`config.mk`:
```
export PLATFORM = sky130hd
export DESIGN_NAME = vend_ctrl
export DESIGN_NICKNAME = d
export VERILOG_FILES = /design/src/rtl/vend_pkg.sv /design/src/rtl/vend_select.sv /design/src/rtl/vend_fsm.sv /design/src/rtl/vend_ctrl.sv
export SDC_FILE = /design/constraint.sdc
export NUM_CORES = 1
export LEC_CHECK = 0
export CAP_MARGIN = 10
export CORE_AREA = 2 2 39 41
export DETAILED_ROUTE_END_ITERATION = 12
export DIE_AREA = 0 0 41 43
export DONT_BUFFER_PORTS = 1
export PLACE_DENSITY_LB_ADDON = 0.3
export SKIP_CTS_REPAIR_TIMING = 1
export SLEW_MARGIN = 10
export SYNTH_ARGS = -nofsm -noshare
export SYNTH_HDL_FRONTEND = slang
export SYNTH_SLANG_ARGS = --single-unit
```
`constraint.sdc`:
```
create_clock -name clk -period 1.7 [get_ports clk]
set_input_delay 0.34 -clock clk [delete_from_list [all_inputs] [get_ports clk]]
set_output_delay 0.34 -clock clk [all_outputs]
set_load 0.05 [all_outputs]
```
`src/rtl/vend_pkg.sv`:
```
package vend_pkg;

    typedef enum logic [2:0] {
        ST_IDLE = 3'd0,
        ST_Q25  = 3'd1,
        ST_PAID = 3'd2,
        ST_DISP = 3'd3,
        ST_JAM  = 3'd4
    } vstate_t;

    localparam int unsigned NUM_PROD = 3;

    typedef enum logic [1:0] {
        PR_NONE = 2'd0,
        PR_COLA = 2'd1,
        PR_DIET = 2'd2,
        PR_LIME = 2'd3
    } prod_t;

    // Fixed priority: cola, then diet, then lemon-lime.
    function automatic prod_t pick_prod(input logic cola, input logic diet, input logic lime);
        if (cola)      return PR_COLA;
        else if (diet) return PR_DIET;
        else if (lime) return PR_LIME;
        else           return PR_NONE;
    endfunction

    function automatic logic [NUM_PROD-1:0] prod_onehot(input prod_t p);
        logic [NUM_PROD-1:0] v;
        v = '0;
        if (p != PR_NONE) v[int'(p) - 1] = 1'b1;
        return v;
    endfunction

endpackage

```
`src/rtl/vend_select.sv`:
```
module vend_select
    import vend_pkg::*;
(
    input  logic  btn_cola,
    input  logic  btn_diet,
    input  logic  btn_lime,
    output prod_t choice
);
    always_comb choice = pick_prod(btn_cola, btn_diet, btn_lime);
endmodule

```
`src/rtl/vend_fsm.sv`:
```
module vend_fsm
    import vend_pkg::*;
(
    input  logic                clk,
    input  logic                rst,
    input  logic                coin,
    input  prod_t               choice,
    input  logic                taken,
    input  logic                jam,
    input  logic                jam_clr,
    output vstate_t             state,
    output logic [NUM_PROD-1:0] strobe
);
    vstate_t nxt;

    always_comb begin
        nxt = state;
        if (jam && state != ST_JAM) begin
            nxt = ST_JAM;
        end else begin
            unique case (state)
                ST_IDLE: if (coin) nxt = ST_Q25;
                ST_Q25:  if (coin) nxt = ST_PAID;
                ST_PAID: if (choice != PR_NONE) nxt = ST_DISP;
                ST_DISP: if (taken) nxt = ST_IDLE;
                ST_JAM:  if (jam_clr) nxt = ST_IDLE;
                default: nxt = ST_IDLE;
            endcase
        end
    end

    always_ff @(posedge clk) begin
        if (rst) begin
            state  <= ST_IDLE;
            strobe <= '0;
        end else begin
            state  <= nxt;
            strobe <= (state == ST_PAID && !jam) ? prod_onehot(choice) : '0;
        end
    end

    assert_reset_idle_R1: assert property (@(posedge clk) rst |=> state == ST_IDLE);
    assert_strobe_onehot_R4: assert property (@(posedge clk) disable iff (rst) $onehot0(strobe));
    assert_strobe_single_R4: assert property (@(posedge clk) disable iff (rst) (|strobe) |=> strobe == '0);
    assert_strobe_from_paid_R3: assert property (@(posedge clk) disable iff (rst)
        (state != ST_PAID) |=> strobe == '0);
    assert_jam_enters_R8: assert property (@(posedge clk) disable iff (rst)
        (jam && state != ST_JAM) |=> state == ST_JAM);
    assert_jam_no_strobe_R9: assert property (@(posedge clk) disable iff (rst)
        (state == ST_JAM) |=> strobe == '0);
    assert_jam_exit_idle_R10: assert property (@(posedge clk) disable iff (rst)
        (state == ST_JAM && jam_clr) |=> state == ST_IDLE);
    assert_disp_holds_R6: assert property (@(posedge clk) disable iff (rst)
        (state == ST_DISP && !taken && !jam) |=> state == ST_DISP);
endmodule

```
`src/rtl/vend_ctrl.sv`:
```
module vend_ctrl
    import vend_pkg::*;
(
    input  logic clk,
    input  logic rst,
    input  logic coin_i,
    input  logic btn_cola_i,
    input  logic btn_diet_i,
    input  logic btn_lime_i,
    input  logic taken_i,
    input  logic jam_i,
    input  logic jam_clr_i,
    output logic disp_cola_o,
    output logic disp_diet_o,
    output logic disp_lime_o,
    output logic coin_en_o,
    output logic jam_o
);
    prod_t               choice;
    vstate_t             state;
    logic [NUM_PROD-1:0] strobe;

    vend_select u_select (
        .btn_cola (btn_cola_i),
        .btn_diet (btn_diet_i),
        .btn_lime (btn_lime_i),
        .choice   (choice)
    );

    vend_fsm u_fsm (
        .clk     (clk),
        .rst     (rst),
        .coin    (coin_i),
        .choice  (choice),
        .taken   (taken_i),
        .jam     (jam_i),
        .jam_clr (jam_clr_i),
        .state   (state),
        .strobe  (strobe)
    );

    assign disp_cola_o = strobe[int'(PR_COLA) - 1];
    assign disp_diet_o = strobe[int'(PR_DIET) - 1];
    assign disp_lime_o = strobe[int'(PR_LIME) - 1];
    assign coin_en_o   = (state == ST_IDLE) || (state == ST_Q25);
    assign jam_o       = (state == ST_JAM);

    assert_slot_locked_R9: assert property (@(posedge clk) disable iff (rst) !(coin_en_o && jam_o));
    assert_slot_closed_after_R2: assert property (@(posedge clk) disable iff (rst)
        (state == ST_Q25 && coin_i && !jam_i) |=> !coin_en_o);
endmodule

```
==> flow_summary_export.csv, run 1 <==
group,metric,value,unit
yosys,synth_xor_area_share,0,%
setup_path,required,1.36,ns
outcome,status,"finished clean",
power,seqPwrFrac,48.0,%
yosys,synth_nets,37,
placed_design,placed_cells,45,
global_route,grt_overflow,0,
global_route,groute.usage.overall,7.44,%
die,die_h,43,um
clock_network,worstSkewPairLatency,0.23,ns
timing,min_period_over_period,86.4,%
placed_design,post-dp-hpwl,469,um
drt,route.detailed.drc,0,
timing,setup_viol,0,
drt,num_vias,218,
placed_design,io_buffers,0,
clock_network,cts_buffers,3,
finish,drive_gt1_share,31.3,%
power,vdd_ir_drop_max,0.172,mV
yosys,synth.distinct_cells,19,
timing,worstMarginPinSlew,0.476,ns
clock_network,cts.sinks,6,
power,p_switching,0.0000713,W
die,start_util,21.6,%
timing,fmax,0.681,GHz
yosys,yosysSeqAreaShare,40.2,%
clock_network,clkTransAtPathRegs,0.04,ns
finish,fin_nets,43,
drt,first_pass_iters,4,
timing,hold_viol_final,0,
yosys,ys_ff_latch,6,
drt,wl_per_cell,11.3,um
die,die-width,41,um
setup_path,cp-end-kind,"output pin",
drt,vias_per_cell,4.54,
yosys,synth_top_family_by_area,"simple AND/OR/NAND/NOR gates",
die,dieArea,1760,um^2
setup_path,endpoint,"jam_o",
finish,syn2layout_area_growth,15.5,%
yosys,synthSimpleGateAreaFrac,42.7,%
die,design.core.area,1380,um^2
setup_path,r2r-start,"u_fsm.state[1]",
yosys,syn-cell-area,299,um^2
timing,slew_violations,0,
placed_design,gp_congestion,0.646,
power,swShare,22.8,%
timing,fin_ws,0.232,ns
power,power,0.000313,W
timing,rsz0062_at_grt,"false",
drt,drt_iter0_markers,4,
yosys,synth_mux_area_share,3.35,%
global_route,grt_pass1_wl,855,um
clock_network,cts_tree,"yes",
timing,final.setup.tns,0,ns
worst_hold_path,hold_path_class,"in -> reg",
yosys,netlist.top_cell.by_area,"dfxtp_1",
timing,slew_headroom,68.2,%
setup_path,r2r_end,"u_fsm.state[0]",
global_route,grt_start_max_net_pins,10,
finish,post-route-util,25.0,%
clock_network,root_buffer,"clkbuf_4",
setup_path,reg2regPathDepth,3,
power,p_int,0.000242,W
setup_path,cp-startpoint,"u_fsm.state[0]",
global_route,grt_pass1_vias,251,
job,maxCapViolations,0,
timing,layout_min_cycle_time,1.47,ns
yosys,syn_inst,28,
finish,stdcell_count,48,
timing,skew,0.000503,ns
setup_path,worst-path-max-fanout,6,
finish,antennaDiodeCount,0,
yosys,synth_area_per_cell,10.7,um^2
setup_path,critPathArrivalTime,1.13,ns
yosys,synth_compound_area_share,8.79,%
drt,wl,541,um
yosys,synth-adder-area-share,0,%
setup_path,worstSetupPathType,"reg -> out",
yosys,ys_top_cells_by_area,"dfxtp_1, nor3b_2, nor4b_4",
drt,detail-route-antenna-nets,0,
power,p_comb_share,12.9,%
global_route,antenna_found_initial,0,
clock_network,htreeDepth,1,
yosys,yosysWarnings,0,
placed_design,pre_cts_slack,0.386,ns
setup_path,worst_setup_path_start_kind,"flip-flop",
clock_network,cts_buffer_depth,2,
yosys,synth.top_cell.area_share,40.2,%
power,clkPwrFrac,39.1,%
die,pin_count,14,
setup_path,r2r_setup_slack,0.39,ns
die,fp-row-count,14,
power,power.density,907,nW/um^2
power,leakagePower,0.131,nW
## cell usage after synthesis (all sizes together)
cell type	number
nand2	1
mux2i	1
nor3b	2
nand2b	1
dfxtp	6
and3	1
nand4b	1
nor2	4
inv	1
a211oi	1
nor4b	1
nor2b	1
a311oi	1
or4	1
a21oi	1
and2	1
buf	1
and3b	1
or3	1
## power groups by stage
stage / combinational (W) / sequential [W] / clock, W
after floorplan: 0.0000343 / 0.000151 / 0
after global placement: 0.0000405 / 0.000152 / 0
after detailed placement: 0.0000408 / 0.000153 / 0
after CTS: 0.0000408 / 0.000150 / 0.000126
after global routing: 0.0000432 / 0.000151 / 0.000135
final: 0.0000404 / 0.000150 / 0.000123
## state kept, by name, indices dropped and copies added, names as in the netlist
register	flops
u_fsm.state	3
u_fsm.strobe	3
## routing by layer
metal / GRT usage [%] / up-vias / share of wire [%]
li1: - / 109 / -
met1: 4.84 / 107 / 31
met2: 13.4 / 2 / 64
met3: 2.09 / 0 / 5.2
met4: 8.00 / 0 / 0
met5: 0 / - / 0
## cell families after synthesis
kind of cell / after synthesis
AND/OR/NAND/NOR: 16
flip-flops: 6
AO/OA/AOI/OAI: 3
buffers and inverters: 2
multiplexers: 1
## per-stage QoR
| step | hold slack [ns] | area, um^2 |
|---|---|---|
| finish | 0.172 | 345 |
| global route | 0.164 | 345 |
| CTS | 0.168 | 345 |
| detailed placement | 0.415 | 323 |
| global placement | 0.414 | 323 |
| floorplan | 0.412 | 299 |
## area by class of cell
type,instances,area [um^2]
sequential,6,120
timing repair buffer,2,15.0
tap,16,20.0
clock buffer,3,22.5
fill,150,1040
multi-input combinational,20,164
inverter,1,3.75
## layout by cell type (no fill, tap or decap), types with 2 or more instances in the layout
cell type,Yosys,routed
buf_4,0,2
nor2_1,4,4
dfxtp_1,6,6
nor3b_2,2,2
clkbuf_4,0,3
## critical path, cell delays in order, from the launching register on
cell	delay, ns
dfxtp_1	0.36
nor3b_2	0.29
buf_4	0.25
## how the worst min path moves through the flow
stage | endpoint | start | cells after the start | slack (ns)
floorplan | u_fsm.state[2] | rst | 1 | 0.41
global placement | u_fsm.state[0] | rst | 1 | 0.41
detailed placement | u_fsm.state[0] | rst | 1 | 0.42
CTS | u_fsm.state[0] | rst | 1 | 0.17
global route | u_fsm.state[0] | rst | 1 | 0.16
finish | u_fsm.state[0] | rst | 1 | 0.17
Power figures use the tool's default switching activity.
==> inputs of run 2 (changes only) <==
- clock period: 1.7 -> 1.4 ns (I/O delays scaled with it)
==> run 2 against run 1 <==
Effect of this change:
- non-clock buffer count grew 1
- cell area increased by 5.4%
- critical endpoint unchanged
- largest power group unchanged
- clock power up 24%
==> flow_summary_export.csv, run 2 (same netlist as run 1, synthesis figures left out) <==
group,metric,value,unit
clock_network,clkTransAtPathRegs,0.04,ns
timing,skew,0.00334,ns
drt,wl_per_cell,11.3,um
global_route,grt_start_max_net_pins,7,
power,power.density,1080,nW/um^2
clock_network,htreeDepth,1,
outcome,status,"finished clean",
placed_design,placed_cells,46,
finish,final_common_cell,"dfxtp_1",
drt,route.detailed.drc,0,
timing,final.setup.tns,0,ns
finish,drive_gt1_share,36.4,%
clock_network,cts_buffer_depth,2,
worst_hold_path,hold_path_class,"in -> reg",
power,vdd_ir_drop_max,0.401,mV
power,leakagePower,0.137,nW
finish,multiInputGateArea,170,um^2
placed_design,io_buffers,0,
setup_path,worst_setup_path_start_kind,"flip-flop",
drt,vias_per_cell,4.35,
drt,wl,554,um
die,pin_count,14,
global_route,grt_overflow,0,
setup_path,cp-end-kind,"output pin",
timing,whs,0.110,ns
setup_path,r2r-start,"u_fsm.state[1]",
drt,num_vias,213,
finish,layout_common_cells,"dfxtp_1, nor2_1, clkbuf_4",
placed_design,post-dp-hpwl,443,um
setup_path,worstSetupPathType,"reg -> out",
die,design.core.area,1380,um^2
placed_design,place_area,337,um^2
die,die-width,41,um
clock_network,cts_buffers,3,
timing,slew_headroom,67.6,%
global_route,grt_pass1_vias,241,
clock_network,cts_tree,"yes",
finish,final_area,364,um^2
timing,setup_viol,0,
global_route,groute.usage.overall,7.34,%
finish,stdcell_count,49,
job,maxCapViolations,0,
clock_network,cts.sinks,6,
timing,min_period_over_period,93.4,%
timing,worstMarginPinSlew,0.485,ns
drt,first_pass_iters,1,
finish,antennaDiodeCount,0,
drt,drt_iter0_markers,0,
clock_network,worstSkewPairLatency,0.24,ns
setup_path,critPathArrivalTime,1.03,ns
placed_design,gp_congestion,0.610,
setup_path,worst-path-max-fanout,6,
finish,fin_nets,44,
timing,fmax,0.765,GHz
finish,post-route-util,26.3,%
finish,largestRegisters,"u_fsm.state x3, u_fsm.strobe x3",
finish,n_fill_cell,157,
clock_network,root_buffer,"clkbuf_4",
finish,register_area,121,um^2
timing,hold_viol_final,0,
global_route,grt_pass1_wl,834,um
timing,slew_violations,0,
setup_path,required,1.12,ns
die,start_util,21.6,%
die,dieArea,1760,um^2
drt,detail-route-antenna-nets,0,
die,fp-row-count,14,
timing,layout_min_cycle_time,1.31,ns
finish,syn2layout_area_growth,21.8,%
timing,rsz0062_at_grt,"false",
setup_path,cp-startpoint,"u_fsm.state[0]",
worst_hold_path,hold_start,"rst",
global_route,antenna_found_initial,0,
die,die_h,43,um
==> run 2: final cells by class <==
type	count	area share [%]
Tap cell	16	5.50
Timing Repair Buffer	3	7.22
Sequential cell	6	33.3
Clock buffer	3	6.19
Inverter	1	1.03
Multi-Input combinational cell	20	46.7
==> run 2: power by group <==
part / switching (W) / internal, W
registers: 0.00000724 / 0.000176
logic: 0.0000296 / 0.0000273
clock network: 0.0000558 / 0.0000965
total: 0.0000927 / 0.000300
==> run 2: layer usage <==
layer  routed length (um)  vias up  part of all wire [%]  GRT usage, %
met3                   60        0                    11          2.62
met4                    0        0                     0          8.00
met1                  227       94                    41          8.09
li1                     -      110                     -             -
met5                    0        -                     0             0
met2                  265        9                    48          9.69
==> run 2: worst paths after layout <==
| check | cells after the start | to | slack [ns] |
|---|---|---|---|
| worst max-delay path | 2 | jam_o | 0.09 |
| worst min-delay path | 1 | u_fsm.state[0] | 0.11 |
| worst max register to register | 3 | u_fsm.state[0] | 0.15 |
| worst min register to register | 1 | u_fsm.state[1] | 0.57 |
==> run 2: through the flow <==
stage,setup WS (ns),power (W)
2_1_floorplan,0.0562,0.000228
3_3_place_gp,0.193,0.000238
3_5_place_dp,0.157,0.000239
4_1_cts,-0.0819,0.000401
5_1_grt,0.0195,0.000413
6_report,0.0929,0.000393
==> run 2: worst max-delay path, cell delays in order, from the launching register on <==
cell	delay [ns]
dfxtp_1	0.38
nor3b_4	0.23
buf_6	0.18
